## config.mk

```make
export PLATFORM = sky130hd
export DESIGN_NAME = i2c_scl_tgen
export DESIGN_NICKNAME = d
export VERILOG_FILES = /design/src/rtl/i2c_tgen_pkg.sv /design/src/rtl/i2c_tgen_prescale.sv /design/src/rtl/i2c_tgen_stepcnt.sv /design/src/rtl/i2c_scl_tgen.sv
export SDC_FILE = /design/constraint.sdc
export NUM_CORES = 1
export LEC_CHECK = 0
export BUFFER_PORTS_ARGS = -buffer_cell sky130_fd_sc_hd__buf_2
export CORE_UTILIZATION = 40
export DETAILED_ROUTE_END_ITERATION = 7
export MAX_ROUTING_LAYER = met4
export PLACE_DENSITY = 0.6
export SLEW_MARGIN = 5
export SYNTH_ARGS = -nofsm -noshare
export SYNTH_HDL_FRONTEND = slang
export SYNTH_SLANG_ARGS = --single-unit
```

## constraint.sdc

```tcl
create_clock -name clk -period 3.2 [get_ports clk]
set_input_delay 0.32 -clock clk [delete_from_list [all_inputs] [get_ports clk]]
set_output_delay 0.32 -clock clk [all_outputs]
set_load 0.01 [all_outputs]
```

## src/rtl/i2c_tgen_pkg.sv

```systemverilog
package i2c_tgen_pkg;

    localparam int WORD_W      = 16;
    localparam int STEP_W      = 6;
    localparam int SAMP_W      = 3;
    localparam int STA_W       = 8;
    localparam int HI_SAMP_LSB = 8;
    localparam int LO_SAMP_LSB = 6;
    localparam int STA_LSB     = 8;
    localparam int STA_EN_BIT  = 0;

    typedef logic [STEP_W-1:0] step_t;
    typedef logic [SAMP_W-1:0] samp_t;
    typedef logic [STA_W-1:0]  sta_t;
    typedef logic [WORD_W-1:0] word_t;

    typedef enum logic [1:0] {
        PH_IDLE  = 2'd0,
        PH_SETUP = 2'd1,
        PH_HIGH  = 2'd2,
        PH_LOW   = 2'd3
    } phase_e;

    typedef struct packed {
        step_t hi_m1;
        samp_t hsamp_m1;
        step_t lo_m1;
        samp_t lsamp_m1;
        sta_t  sta_m1;
        logic  sta_en;
        step_t sda_pt;
    } tcfg_t;

    function automatic tcfg_t unpack_cfg(input word_t htime, input word_t ltime,
                                         input word_t ext, input step_t sda_pt);
        tcfg_t c;
        c.hi_m1    = htime[STEP_W-1:0];
        c.hsamp_m1 = htime[HI_SAMP_LSB +: SAMP_W];
        c.lo_m1    = ltime[STEP_W-1:0];
        c.lsamp_m1 = ltime[LO_SAMP_LSB +: SAMP_W];
        c.sta_m1   = ext[STA_LSB +: STA_W];
        c.sta_en   = ext[STA_EN_BIT];
        c.sda_pt   = sda_pt;
        return c;
    endfunction

endpackage

```

## src/rtl/i2c_tgen_prescale.sv

```systemverilog
module i2c_tgen_prescale #(
    parameter int DIV_W  = 4,
    parameter int SAMP_W = 3
) (
    input  logic              clk,
    input  logic              rst_n,
    input  logic              clr,
    input  logic              en,
    input  logic [DIV_W-1:0]  div_m1,
    input  logic [SAMP_W-1:0] samp_m1,
    output logic              samp_tick
);

    logic [DIV_W-1:0]  div_cnt;
    logic [SAMP_W-1:0] samp_cnt;
    logic              div_hit;

    assign div_hit   = en && (div_cnt == div_m1);
    assign samp_tick = div_hit && (samp_cnt == samp_m1);

    always_ff @(posedge clk or negedge rst_n) begin
        if (!rst_n) begin
            div_cnt  <= '0;
            samp_cnt <= '0;
        end else if (clr) begin
            div_cnt  <= '0;
            samp_cnt <= '0;
        end else if (en) begin
            if (div_hit) begin
                div_cnt  <= '0;
                samp_cnt <= samp_tick ? '0 : samp_cnt + 1'b1;
            end else begin
                div_cnt <= div_cnt + 1'b1;
            end
        end
    end

    // neither nested count may run past its programmed limit
    assert_div_in_range_R2: assert property (@(posedge clk) disable iff (!rst_n)
        div_cnt <= div_m1);
    assert_samp_in_range_R3: assert property (@(posedge clk) disable iff (!rst_n)
        samp_cnt <= samp_m1);

endmodule

```

## src/rtl/i2c_tgen_stepcnt.sv

```systemverilog
module i2c_tgen_stepcnt #(
    parameter int W = 6
) (
    input  logic         clk,
    input  logic         rst_n,
    input  logic         clr,
    input  logic         adv,
    input  logic [W-1:0] limit,
    output logic [W-1:0] cnt,
    output logic         last
);

    assign last = adv && (cnt == limit);

    always_ff @(posedge clk or negedge rst_n) begin
        if (!rst_n) begin
            cnt <= '0;
        end else if (clr || last) begin
            cnt <= '0;
        end else if (adv) begin
            cnt <= cnt + 1'b1;
        end
    end

    // a step count never runs beyond its limit
    assert_step_in_range_R2: assert property (@(posedge clk) disable iff (!rst_n)
        cnt <= limit);

endmodule

```

## src/rtl/i2c_scl_tgen.sv

```systemverilog
module i2c_scl_tgen
    import i2c_tgen_pkg::*;
#(
    parameter int DIV_W = 4
) (
    input  logic             clk,
    input  logic             rst_n,
    input  logic             run,
    input  logic             restart_req,
    input  logic [DIV_W-1:0] cfg_div_m1,
    input  logic [15:0]      cfg_htime,
    input  logic [15:0]      cfg_ltime,
    input  logic [15:0]      cfg_ext,
    input  logic [5:0]       cfg_sda_pt,
    output logic             scl_o,
    output logic             tick_rise,
    output logic             tick_fall,
    output logic             tick_sda,
    output logic             tick_sta
);

    localparam int CMP_W = STEP_W + 1;

    phase_e           state, state_nxt;
    tcfg_t            cfg_in, cfg_q;
    logic [DIV_W-1:0] div_q;
    logic             rs_pend;
    logic             start_evt;
    logic             in_phase;
    logic             clr_phase, clr_sta;
    logic             samp_tick;
    step_t            ph_cnt, ph_lim, sda_eff;
    samp_t            samp_sel;
    logic             ph_last;
    sta_t             sta_cnt;
    logic             sta_last;
    logic             sda_hit;
    logic             unused_cfg_bits;

    assign cfg_in = unpack_cfg(cfg_htime, cfg_ltime, cfg_ext, cfg_sda_pt);
    assign unused_cfg_bits = ^{cfg_htime[15:11], cfg_htime[7:6], cfg_ltime[15:9], cfg_ext[7:1]};

    // ---------------- datapath selection ----------------
    assign in_phase = (state == PH_HIGH) || (state == PH_LOW);
    assign ph_lim   = (state == PH_LOW) ? cfg_q.lo_m1    : cfg_q.hi_m1;
    assign samp_sel = (state == PH_LOW) ? cfg_q.lsamp_m1 : cfg_q.hsamp_m1;
    assign sda_eff  = (cfg_q.sda_pt > cfg_q.lo_m1) ? cfg_q.lo_m1 : cfg_q.sda_pt;

    assign start_evt = run && ((state == PH_IDLE) ||
                               ((state == PH_HIGH) && ph_last && rs_pend));

    assign clr_phase = !in_phase || (state_nxt != state) || ph_last;
    assign clr_sta   = (state != PH_SETUP);

    i2c_tgen_prescale #(
        .DIV_W  (DIV_W),
        .SAMP_W (SAMP_W)
    ) u_prescale (
        .clk       (clk),
        .rst_n     (rst_n),
        .clr       (clr_phase),
        .en        (in_phase),
        .div_m1    (div_q),
        .samp_m1   (samp_sel),
        .samp_tick (samp_tick)
    );

    i2c_tgen_stepcnt #(
        .W (STEP_W)
    ) u_phase_steps (
        .clk   (clk),
        .rst_n (rst_n),
        .clr   (clr_phase),
        .adv   (samp_tick && in_phase),
        .limit (ph_lim),
        .cnt   (ph_cnt),
        .last  (ph_last)
    );

    i2c_tgen_stepcnt #(
        .W (STA_W)
    ) u_setup_cycles (
        .clk   (clk),
        .rst_n (rst_n),
        .clr   (clr_sta),
        .adv   (state == PH_SETUP),
        .limit (cfg_q.sta_m1),
        .cnt   (sta_cnt),
        .last  (sta_last)
    );

    // ---------------- configuration capture ----------------
    always_ff @(posedge clk or negedge rst_n) begin
        if (!rst_n) begin
            cfg_q <= '0;
            div_q <= '0;
        end else if (start_evt) begin
            cfg_q <= cfg_in;
            div_q <= cfg_div_m1;
        end
    end

    always_ff @(posedge clk or negedge rst_n) begin
        if (!rst_n) begin
            rs_pend <= 1'b0;
        end else if (!run || start_evt) begin
            rs_pend <= 1'b0;
        end else if (restart_req) begin
            rs_pend <= 1'b1;
        end
    end

    // ---------------- next-state logic ----------------
    always_comb begin
        state_nxt = state;
        if (!run) begin
            state_nxt = PH_IDLE;
        end else begin
            unique case (state)
                PH_IDLE: begin
                    state_nxt = cfg_in.sta_en ? PH_SETUP : PH_HIGH;
                end
                PH_SETUP: begin
                    if (sta_last) state_nxt = PH_HIGH;
                end
                PH_HIGH: begin
                    if (ph_last) begin
                        if (rs_pend) state_nxt = cfg_in.sta_en ? PH_SETUP : PH_HIGH;
                        else         state_nxt = PH_LOW;
                    end
                end
                PH_LOW: begin
                    if (ph_last) state_nxt = PH_HIGH;
                end
                default: state_nxt = PH_IDLE;
            endcase
        end
    end

    // ---------------- state register ----------------
    always_ff @(posedge clk or negedge rst_n) begin
        if (!rst_n) state <= PH_IDLE;
        else        state <= state_nxt;
    end

    // ---------------- registered outputs ----------------
    assign sda_hit = (state == PH_LOW) && (state_nxt == PH_LOW) && samp_tick &&
                     (CMP_W'(ph_cnt) + CMP_W'(1) == CMP_W'(sda_eff));

    always_ff @(posedge clk or negedge rst_n) begin
        if (!rst_n) begin
            scl_o     <= 1'b1;
            tick_rise <= 1'b0;
            tick_fall <= 1'b0;
            tick_sda  <= 1'b0;
            tick_sta  <= 1'b0;
        end else begin
            scl_o     <= (state_nxt != PH_LOW);
            tick_fall <= (state == PH_HIGH) && (state_nxt == PH_LOW);
            tick_rise <= (state == PH_LOW) && (state_nxt == PH_HIGH);
            tick_sta  <= (state_nxt == PH_HIGH) && ((state == PH_SETUP) || start_evt);
            tick_sda  <= ((state == PH_HIGH) && (state_nxt == PH_LOW) && (sda_eff == '0))
                         || sda_hit;
        end
    end

    // ---------------- assertions ----------------
    assert_idle_released_R1: assert property (@(posedge clk) disable iff (!rst_n)
        !run |=> (scl_o && !tick_rise && !tick_fall && !tick_sda && !tick_sta));

    assert_fall_is_edge_R2: assert property (@(posedge clk) disable iff (!rst_n)
        tick_fall |-> (!scl_o && $past(scl_o)));

    assert_rise_is_edge_R3: assert property (@(posedge clk) disable iff (!rst_n)
        tick_rise |-> (scl_o && !$past(scl_o)));

    assert_sda_in_low_R4: assert property (@(posedge clk) disable iff (!rst_n)
        tick_sda |-> !scl_o);

    assert_sta_while_high_R5: assert property (@(posedge clk) disable iff (!rst_n)
        tick_sta |-> scl_o);

    assert_cfg_frozen_R7: assert property (@(posedge clk) disable iff (!rst_n)
        !start_evt |=> $stable(cfg_q));

    assert_setup_keeps_high_R8: assert property (@(posedge clk) disable iff (!rst_n)
        (state == PH_SETUP) |-> scl_o);

    assert_edges_exclusive_R9: assert property (@(posedge clk) disable iff (!rst_n)
        $onehot0({tick_rise, tick_fall}));

endmodule

```

# After elaboration in Yosys (flattened, before gate mapping)
# Index checks and enable logic that the tools add are counted.
[classes] n_mux=23 addsub=5 reduce_logical=34 eq_ne=13 order_cmp=1
[op_table] operator="$mux W6" n=4
[op_table] operator="$mux W8" n=2
[op_table] operator="$logic_and A1 B1 Y1" n=15
[op_table] operator="$mux W3" n=5
[op_table] operator="$mux W2" n=6
[op_table] operator="$mux W4" n=3
[op_table] operator="$reduce_bool A2 Y1" n=5
[op_table] operator="$logic_or A1 B1 Y1" n=9
[op_table] operator="$add A8 B1 Y8 const B" n=1
[op_table] operator="$eq A2 B2 Y1 const B" n=4
[op_table] operator="$eq A8 B8 Y1" n=1
[op_table] operator="$pmux W2 S4" n=1
[op_table] operator="$add A6 B1 Y7 const B" n=1
[op_table] operator="$eq A7 B6 Y1" n=1
[op_table] operator="$add A6 B1 Y6 const B" n=1
[op_table] operator="$eq A6 B6 Y1" n=1
[op_table] operator="$gt A6 B6 Y1" n=1
[op_table] operator="$logic_not A6 Y1" n=1
[op_table] operator="$add A4 B1 Y4 const B" n=1
[op_table] operator="$eq A4 B4 Y1" n=1
[op_table] operator="$add A3 B1 Y3 const B" n=1
[op_table] operator="$eq A3 B3 Y1" n=1
[op_table] operator="$eq A2 B1 Y1 const B" n=1
[op_table] operator="$logic_not A1 Y1" n=2
[op_table] operator="6 further kinds" n=7
[totals] reg_bits=65 output_inout_bits=5 inputBits=62

# Logic depth before layout (Yosys ltp)
# Gate-level depths: netlist of the first run.
[depth] depth_word=14 depth_mapped=11 ltp_nobuf=10

# By module
# From an unflattened synthesis of the first run, not the netlist that was laid out.
[unflattened] hier_cells=331 hier_area_um2=3628.5
[by_module_without_submodules] mod="i2c_scl_tgen" cells_per_inst=199 area_per_inst_um2=2275.9 seq_area_each_um2=1102.3 instances=1
[by_module_without_submodules] mod="i2c_tgen_stepcnt (u_setup_cycles)" cells_per_inst=48 area_per_inst_um2=495.5 seq_area_each_um2=200.2 instances=1
[by_module_without_submodules] mod="i2c_tgen_prescale" cells_per_inst=48 area_per_inst_um2=460.4 seq_area_each_um2=175.2 instances=1
[by_module_without_submodules] mod="i2c_tgen_stepcnt (u_phase_steps)" cells_per_inst=36 area_per_inst_um2=396.6 seq_area_each_um2=150.1 instances=1

# Worst setup path after synthesis of the first run
# Ideal clock, no wire load.
[synth_path] path_type="flip-flop to flip-flop" startpoint="register cfg_q[22] (netlist name)" endpoint="register tick_sda" setup_time_ns=0.133 path_stages_with_launch=12 path_slack_ns=0.745 t_required_ns=3.067 n_path_buf=1 arrival_ns=2.322 period_less_slack_ns=2.455 path_cell_list="dfrtp_1 > inv_1 > ha_1 > nand3_1 > a21oi_1 > o22a_1 > clkbuf_1 > mux2i_1 > mux2i_1 > mux2i_1 > a211oi_1 > nor3_1"
[synth_via] elab_chain_len=11
[synth_rtl] element="start: declaration" line="i2c_scl_tgen.sv:25" rtl="tcfg_t cfg_in, cfg_q;"
[synth_rtl] element="start signal: assignment" line="i2c_scl_tgen.sv:98" rtl="cfg_q <= cfg_in;"
[synth_rtl] element="$mux W6" line="i2c_scl_tgen.sv:45" rtl="assign ph_lim = (state == PH_LOW) ? cfg_q.lo_m1 : cfg_q.hi_m1;"
[synth_rtl] element="$eq A6 B6 Y1" line="i2c_tgen_stepcnt.sv:13" rtl="assign last = adv && (cnt == limit);"
[synth_rtl] element="$logic_and A1 B1 Y1" line="i2c_tgen_stepcnt.sv:13"
[synth_rtl] element="$mux W2 (on tied branches)" line="i2c_scl_tgen.sv:133, i2c_scl_tgen.sv:127"
[synth_rtl] element="$pmux W2 S4" line="i2c_scl_tgen.sv:119" rtl="unique case (state)"
[synth_rtl] element="$mux W2" line="i2c_scl_tgen.sv:116" rtl="if (!run) begin"
[synth_rtl] element="$eq A2 B2 Y1" line="i2c_scl_tgen.sv:147, i2c_scl_tgen.sv:162"
[synth_rtl] element="$logic_and A1 B1 Y1 (3 in a row)" line="i2c_scl_tgen.sv:147" rtl="assign sda_hit = (state == PH_LOW) && (state_nxt == PH_LOW) && samp_tick &&"
[synth_rtl] element="$logic_or A1 B1 Y1 *" line="i2c_scl_tgen.sv:163" rtl="|| sda_hit;"
[synth_rtl] element="end signal: assignment" line="i2c_scl_tgen.sv:162" rtl="tick_sda <= ((state == PH_HIGH) && (state_nxt == PH_LOW) && (sda_eff == '0))"
[synth_rtl] element="end: declaration" line="i2c_scl_tgen.sv:18" rtl="output logic tick_sda,"
# Every way passes the cells marked *; elsewhere a longest branch is shown, timed or not.
# A chain may end at the register's enable or synchronous reset.

# Final worst setup path of the first run
[layout_path] startpoint="register u_phase_steps.cnt[3]" endpoint="register cfg_q[18] (netlist name)"
[layout_via] elab_chain_len=6
[layout_rtl] element="start: declaration" line="i2c_tgen_stepcnt.sv:9" rtl="output logic [W-1:0] cnt,"
[layout_rtl] element="start signal: assignment" line="i2c_tgen_stepcnt.sv:21" rtl="cnt <= cnt + 1'b1;"
[layout_rtl] element="$eq A6 B6 Y1" line="i2c_tgen_stepcnt.sv:13"
[layout_rtl] element="$logic_and A1 B1 Y1" line="i2c_tgen_stepcnt.sv:13"
[layout_rtl] element="$logic_and A1 B1 Y1 (2 in a row)" line="i2c_scl_tgen.sv:50" rtl="((state == PH_HIGH) && ph_last && rs_pend));"
[layout_rtl] element="$logic_or A1 B1 Y1" line="i2c_scl_tgen.sv:49" rtl="assign start_evt = run && ((state == PH_IDLE) ||"
[layout_rtl] element="$logic_and A1 B1 Y1" line="i2c_scl_tgen.sv:49"
# Every way passes these cells.

==> results of run 1 <==
-- cell type report --
cell class / count / area, um2 / area share
tap: 105 / 131 / 0.0336
inverter: 13 / 48.8 / 0.0125
multi-input combinational: 206 / 1610 / 0.412
clock inverter: 3 / 22.5 / 0.00577
sequential: 65 / 1630 / 0.417
clock buffer: 13 / 179 / 0.0458
timing repair buffer: 53 / 288 / 0.0737
-- kinds of logic (layout without fill, tap and decap cells) --
family / Yosys count / count (layout) / share of synthesized area
fa+ha+maj: 10 / 10 / 0.0373
simple gates: 80 / 80 / 0.120
flops: 65 / 65 / 0.485
compound gates: 20 / 20 / 0.0376
mux: 53 / 53 / 0.171
xor+xnor: 43 / 43 / 0.112
buf+inv: 24 / 82 / 0.0365
-- flip-flops by register name (all words and copies together), names as in the netlist, 2 cells and up --
| signal | flops |
|---|---|
| u_prescale.div_cnt | 4 |
| u_prescale.samp_cnt | 3 |
| cfg_q | 32 |
| div_q | 4 |
| u_phase_steps.cnt | 6 |
| state | 2 |
| u_setup_cycles.cnt | 8 |
-- metal layers --
metal | vias up | routed length (um) | GRT usage
li1 | 1125 | - | -
met1 | 1088 | 2800 | 0.205
met2 | 40 | 2990 | 0.269
met3 | 15 | 241 | 0.0439
met4 | 0 | 139 | 0.0821
met5 | - | 0 | -
-- where the power goes --
group,internal [mW],switching [mW],total [mW],leakage [nW]
Clock,0.365,0.320,0.685,0.0939
Combinational,0.335,0.313,0.648,0.894
Sequential,0.970,0.127,1.10,0.817
Total,1.67,0.759,2.43,1.81
-- final timing paths --
path	from	endpoint	cells past startpoint
max reg2reg	u_phase_steps.cnt[3]	cfg_q[18]	9
min in group asynchronous	rst_n	cfg_q[3]	2
max in group asynchronous	rst_n	scl_o	3
min	cfg_ext[12]	cfg_q[11]	2
min reg2reg	cfg_q[16]	cfg_q[16]	1
max	u_phase_steps.cnt[3]	cfg_q[18]	9
-- through the flow --
step / cell area, um2 / cells / hold slack (ns)
after global routing: 3910 / 458 / 0.170
final: 3910 / 458 / 0.175
after floorplan: 3360 / 295 / 0.0244
after CTS: 3910 / 458 / 0.152
after global placement: 3690 / 441 / 0.390
after detailed placement: 3690 / 441 / 0.382
-- Yosys cell counts, drive strengths merged --
library cell  instances  area [um2]
mux2i                17         170
o21ai                 3        15.0
nor4                  5        37.5
o22a                  1        8.76
and2                  1        6.26
and3b                 1        8.76
o211a                 1        10.0
nand2                10        40.0
and3                  2        12.5
or3b                  1        8.76
or4                   1        7.51
nand4                 4        25.0
o221ai                1        8.76
nor2b                 5        31.3
nand3b                1        7.51
inv                  13        48.8
a21oi                 8        40.0
nand4b                1        8.76
o22ai                 2        12.5
a22oi                 1        7.51
o311a                 1        10.0
nand2b                2        12.5
dfstp                 1        26.3
buf                   6        55.1
mux2                 36         405
a211oi                1        7.51
clkbuf                5        18.8
ha                   10         125
dfrtp                64        1600
nor3                  6        30.0
a31oi                 1        6.26
nor2                 27         101
xnor2                20         175
xor2                 23         201
nand3                13        65.1
-- repair_timing --
action | 4_1_cts | 5_1_grt
resized for setup | 0 | 0
hold endpoints to repair | 26 | 0
hold buffers | 1 | 0
setup buffers | 0 | 0
==> qor.csv, run 1 <==
stage,metric,value,unit
clocking,Root Driver,clkbuf_8,
route,Antenna Nets Post-Route,0,
die,chip height,93.6,um
route,Iteration-0 DRC Markers,85,
worst_setup_path,Crit. End Element,flip-flop,
sta,Final Skew,0.0118,ns
global_routing,GRT Util Overall,0.171,
sta,crit path time final,2.76,ns
hold_path,min-delay worst type,input pin to flip-flop,
status,status,completed,
worst_setup_path,CP arrival,2.98,ns
global_routing,"Remaining Overflow, GRT",0,
route,router iterations before antenna repair,4,
worst_setup_path,Register-to-Register Setup Slack,0.44,ns
cells_and_area,fraction of layout cells with a size suffix above 1,0.210,
cells_and_area,highest-count cells in the layout ignoring fill and taps,"64 x dfrtp_1, 45 x buf_2, 36 x mux2_1",
cells_and_area,ANT cells,0,
yosys,Synth Warn #,0,
worst_setup_path,"Max FO, Critical Path",24,
die,Top Ports,67,
clocking,CTS sink cnt,65,
yosys,Mapped Area,3360,um2
yosys,Synth cell types,40,
global_routing,vias in the first global route,2251,
cells_and_area,"most common cell after layout, fill and taps aside",dfrtp_1,
clocking,CTS clock-pin slew for the worst setup and hold paths,0.07,ns
clocking,TritonCTS clock tree,done,
cells_and_area,Layout fillers,781,
worst_setup_path,Worst Path Buf+Inv,1,
sta,Final WS setup,0.445,ns
clocking,H-tree Lvls,3,
route,WL final,6170,um
route,via count,2268,
yosys,sequential element share of the synthesized area,0.485,
placement,port bufs,45,
worst_setup_path,CP Class,flip-flop to flip-flop,
sta,Setup Total Neg Slack,0,ns
yosys,Avg Inst Size Synth,11.4,um2
global_routing,initial antenna violation count,0,
cells_and_area,Final Net Count,420,
worst_setup_path,"slowest stage delay, CP",0.50,ns
sta,"Hold Violations, Final",0,
sta,RSZ-0062 raised after global routing,false,
worst_setup_path,Worst path top cell family by delay,simple AND/OR/NAND/NOR gates,
placement,gpl congestion,0.785,
power_and_ir_drop,Power Dens Cells,622,nW/um2
worst_setup_path,WP data required,3.43,ns
sta,Final period util,0.861,
cells_and_area,post-layout util,0.478,
route,vias per cell,4.95,
sta,Slew headroom,0.568,
cells_and_area,area delta synth->final,16.3,%
clocking,"Clk Latency, worst-skew pair",0.36,ns
placement,Place WS,0.425,ns
sta,Pins Over Slew Limit,0,
sta,worst slew pin tran,0.647,ns
worst_setup_path,Worst path slowest cell,dfrtp_1,
flow_run,Max Cap Viol,0,
die,die width,93.6,um
die,Initial Util,0.411,
power_and_ir_drop,total power,2.43,mW
worst_setup_path,"Critical Path, Cell by Cell","xor2_1, nor4_1, mux2i_1, nor3_1, a31oi_1, nor2_1, and2_2, buf_4, mux2_1",
yosys,Post-Syn Instances,295,
worst_setup_path,Startpoint Class,flip-flop,
sta,Achievable Freq,0.363,GHz
clocking,clock buffer count from CTS,9,
sta,Final setup viols,0,
placement,Detailed Place HPWL,4650,um
route,wire length per cell,13.5,um
die,core area,8180,um2
yosys,Yosys reg bits,65,
yosys,post-synth net total,367,
die,FP Rows,33,
route,detailed-route DRC error count,0,
power_and_ir_drop,Lkg Pwr,1.81,nW
die,Die Footprint,8760,um2
clocking,clock buffer depth,2,
global_routing,largest net degree at the start of global routing,29,
global_routing,first-pass GRT wire length,10900,um
power_and_ir_drop,Max VDD drop,0.270,mV
Power figures use the tool's default switching activity.
==> run 2: changes to the inputs <==
--- a/config.mk
+++ b/config.mk
@@ -13,4 +13,5 @@
 export SLEW_MARGIN = 5
 export SYNTH_ARGS = -nofsm -noshare
 export SYNTH_HDL_FRONTEND = slang
+export SYNTH_HIERARCHICAL = 1
 export SYNTH_SLANG_ARGS = --single-unit
==> run 2 against run 1 <==
Clock power is 4.2% higher. Wire length is 20% higher. Count of clock-buffer cells in the layout is 3 lower. Sequential share of layout area is 4.1 points lower. Non-clock buffer count is 7 higher. Global-route usage is 0.063 points lower. Maximum frequency is 10% lower. Critical endpoint is now tick_sda. Worst hold slack worse by 0.13 ns. Flip-flop and latch count stayed put. Critical path depth is 6 higher. Critical path type unchanged. Combinational power is 6.2% higher.
==> qor.csv, run 2 <==
stage,metric,value,unit,change
status,status,completed,,
clocking,CTS resizes,0,,unchanged
die,Top Ports,67,,unchanged
global_routing,first-pass GRT wire length,12700,um,+16%
sta,Final setup viols,0,,unchanged
yosys,Post-synth EDFFs,0,,unchanged
worst_setup_path,"slowest stage delay, CP",0.42,ns,-0.08 ns
route,via count,2600,,+15%
cells_and_area,max reg flops,32,,unchanged
yosys,Synth Flop Type,dfrtp_1,,
yosys,Yosys reg bits,65,,unchanged
yosys,ys async rst share,1.00,,unchanged
sta,"Hold Violations, Final",0,,unchanged
clocking,clock buffer depth,2,,unchanged
clocking,Root Driver,clkbuf_8,,
yosys,Post-Syn Instances,331,,+12%
cells_and_area,highest-count cells in the layout ignoring fill and taps,"64 x dfrtp_1, 45 x buf_2, 31 x mux2_2",,
cells_and_area,largest register by flop count,cfg_q,,
yosys,top post-synthesis cells by count,"64 x dfrtp_1, 34 x mux2_2, 24 x nand2_1, 22 x xnor2_1, 18 x o21ai_0",,
yosys,sequential element share of the synthesized area,0.449,,-0.0363
route,detailed-route DRC error count,0,,unchanged
flow_run,Max Cap Viol,0,,unchanged
worst_setup_path,Worst path slowest cell,dfrtp_1,,
sta,Slew headroom,0.504,,-0.0643
route,Iteration-0 DRC Markers,75,,-12%
cells_and_area,area of the multi-input gates,1970,um2,+22%
sta,RSZ-0062 raised after global routing,true,,
power_and_ir_drop,Lkg Pwr,1.90,nW,+5.1%
worst_setup_path,Worst Path Buf+Inv,1,,unchanged
cells_and_area,post-layout util,0.494,,+0.0165
cells_and_area,Final Net Count,462,,+10%
route,Antenna Nets Post-Route,0,,unchanged
clocking,CTS clock-pin slew for the worst setup and hold paths,0.08,ns,about the same
worst_setup_path,Startpoint Class,flip-flop,,
cells_and_area,Finished Cell Area,4330,um2,+11%
cells_and_area,area delta synth->final,19.3,%,
power_and_ir_drop,Max VDD drop,0.310,mV,+15%
route,vias per cell,5.18,,+4.6%
worst_setup_path,"Critical Path, Cell by Cell","nand2_4, mux2_4, xnor2_2, nand3_2, nor3_2, inv_1, nor2_2, and4_4, and2_4, nand2b_1, mux2i_1, nand3_1, or3_4, nor4_4, a32o_1",,
placement,placed cell count,486,,+10%
clocking,clock buffer count from CTS,9,,unchanged
route,router iterations before antenna repair,4,,unchanged
clocking,TritonCTS clock tree,done,,
route,WL final,7370,um,+20%
die,FP Rows,34,,+3.0%
cells_and_area,Layout fillers,819,,+4.9%
die,Die Footprint,9460,um2,+7.9%
global_routing,largest net degree at the start of global routing,32,,+10%
cells_and_area,"most common cell after layout, fill and taps aside",dfrtp_1,,
placement,gpl congestion,0.858,,+9.3%
yosys,Synth top area share,0.441,,-0.0357
hold_path,min-delay worst type,input pin to async pin,,
placement,port bufs,45,,unchanged
clocking,"Clk Latency, worst-skew pair",0.34,ns,-0.02 ns
worst_setup_path,CP arrival,3.34,ns,+0.36 ns
worst_setup_path,Worst path top cell family by delay,simple AND/OR/NAND/NOR gates,,
yosys,Mapped Area,3630,um2,+8.1%
yosys,Yosys top cell by area,dfrtp_1,,
global_routing,vias in the first global route,2624,,+17%
global_routing,GRT Util Overall,0.170,,-0.000629
worst_setup_path,path depth of the worst reg2reg path,15,,+6
sta,worst slew pin tran,0.744,ns,+0.0965 ns
clocking,H-tree Lvls,3,,unchanged
sta,Final period util,0.960,,+0.0990
worst_setup_path,WP data required,3.47,ns,+0.04 ns
route,wire length per cell,14.7,um,+9.1%
sta,Final WS setup,0.128,ns,-0.317 ns
worst_setup_path,Crit. End Element,flip-flop,,
worst_setup_path,"Max FO, Critical Path",6,,-75%
global_routing,"Remaining Overflow, GRT",0,,unchanged
placement,dpl cell area,4060,um2,+9.9%
worst_setup_path,Reg-to-Reg Start,state[0],,
yosys,most common cell in the synthesized netlist,dfrtp_1,,
placement,Detailed Place HPWL,5440,um,+17%
yosys,Avg Inst Size Synth,11.0,um2,-3.7%
cells_and_area,ANT cells,0,,unchanged
cells_and_area,fraction of layout cells with a size suffix above 1,0.353,,+0.143
placement,Place WS,0.101,ns,-0.324 ns
die,Initial Util,0.414,,+0.00343
worst_setup_path,Register-to-Register Setup Slack,0.13,ns,-0.32 ns
cells_and_area,Largest regs,"cfg_q: 32 flops, u_setup_cycles/cnt: 8 flops, u_phase_steps/cnt: 6 flops",,
clocking,CTS Hold Buffers Added,0,,-1
yosys,Synth cell types,56,,+40%
clocking,Post CTS Setup Buffer Count,0,,unchanged
yosys,Synth area leaders,"dfrtp_1 44%, mux2_2 11%, xnor2_1 5.3%",,
worst_setup_path,CP Class,flip-flop to flip-flop,,
sta,crit path time final,3.07,ns,+0.317 ns
die,chip height,97.2,um,+3.9%
worst_setup_path,Critical R2R Capture,tick_sda,,
cells_and_area,Reg area,1630,um2,unchanged
global_routing,initial antenna violation count,0,,unchanged
sta,Pins Over Slew Limit,0,,unchanged
clocking,CTS sink cnt,65,,unchanged
die,core area,8760,um2,+7.2%
power_and_ir_drop,Power Dens Cells,559,nW/um2,-10%
yosys,post-synth net total,404,,+10%
yosys,Synth Warn #,6,,+6
sta,Final Skew,0.0111,ns,-0.000692 ns
sta,Achievable Freq,0.325,GHz,-10%
die,die width,97.2,um,+3.9%
cells_and_area,Layout Cells excl Fill,502,,+9.6%
-- run 2: area by class of cell --
type | instances | area share
flip-flops and latches | 65 | 0.376
clock inverters | 6 | 0.0153
well taps | 108 | 0.0312
multi-input cells | 241 | 0.454
clock buffers | 10 | 0.0318
repair buffers | 60 | 0.0809
inverters | 12 | 0.0104
-- run 2: report_power, final --
group / switching, mW / internal (mW) / total (mW)
Combinational: 0.340 / 0.348 / 0.688
Sequential: 0.0879 / 0.933 / 1.02
Clock: 0.332 / 0.382 / 0.714
Total: 0.759 / 1.66 / 2.42
-- run 2: worst max path at each step --
stage,startpoint,end,cells after the start
after floorplan,state[0],cfg_q[10],18
after global placement,state[1],tick_sda,15
after detailed placement,state[1],tick_sda,15
after CTS,state[1],tick_sda,15
after global routing,state[0],tick_sda,15
final,state[0],tick_sda,15
-- run 2: cells by family after synthesis --
logic type                 after synthesis  share of synthesized area
buffers and inverters                   25                     0.0303
adders and majority gates               11                     0.0379
xor gates and xnor gates                38                     0.0917
and+or+nand+nor                        103                      0.171
AOI/OAI and AO/OA                       44                     0.0848
DFF                                     65                      0.449
muxes                                   45                      0.136
-- run 2: per-stage QoR --
| stage | TNS, ns | hold slack [ns] | power [mW] |
|---|---|---|---|
| floorplan | 0 | 0.0244 | 1.52 |
| global placement | 0 | 0.444 | 1.68 |
| detailed placement | 0 | 0.447 | 1.70 |
| CTS | 0 | 0.0735 | 2.42 |
| global route | -0.0722 | 0.0862 | 2.58 |
| finish | 0 | 0.0470 | 2.42 |
-- run 2: layer usage --
metal  vias to the layer above  wire, um  GRT usage  share of wire
met2                        40      3450      0.257           0.47
met4                         0        51     0.0509         0.0069
met3                         6       246     0.0360          0.033
met1                      1252      3630      0.232           0.49
li1                       1302         -          -              -
met5                         -         0          -              0
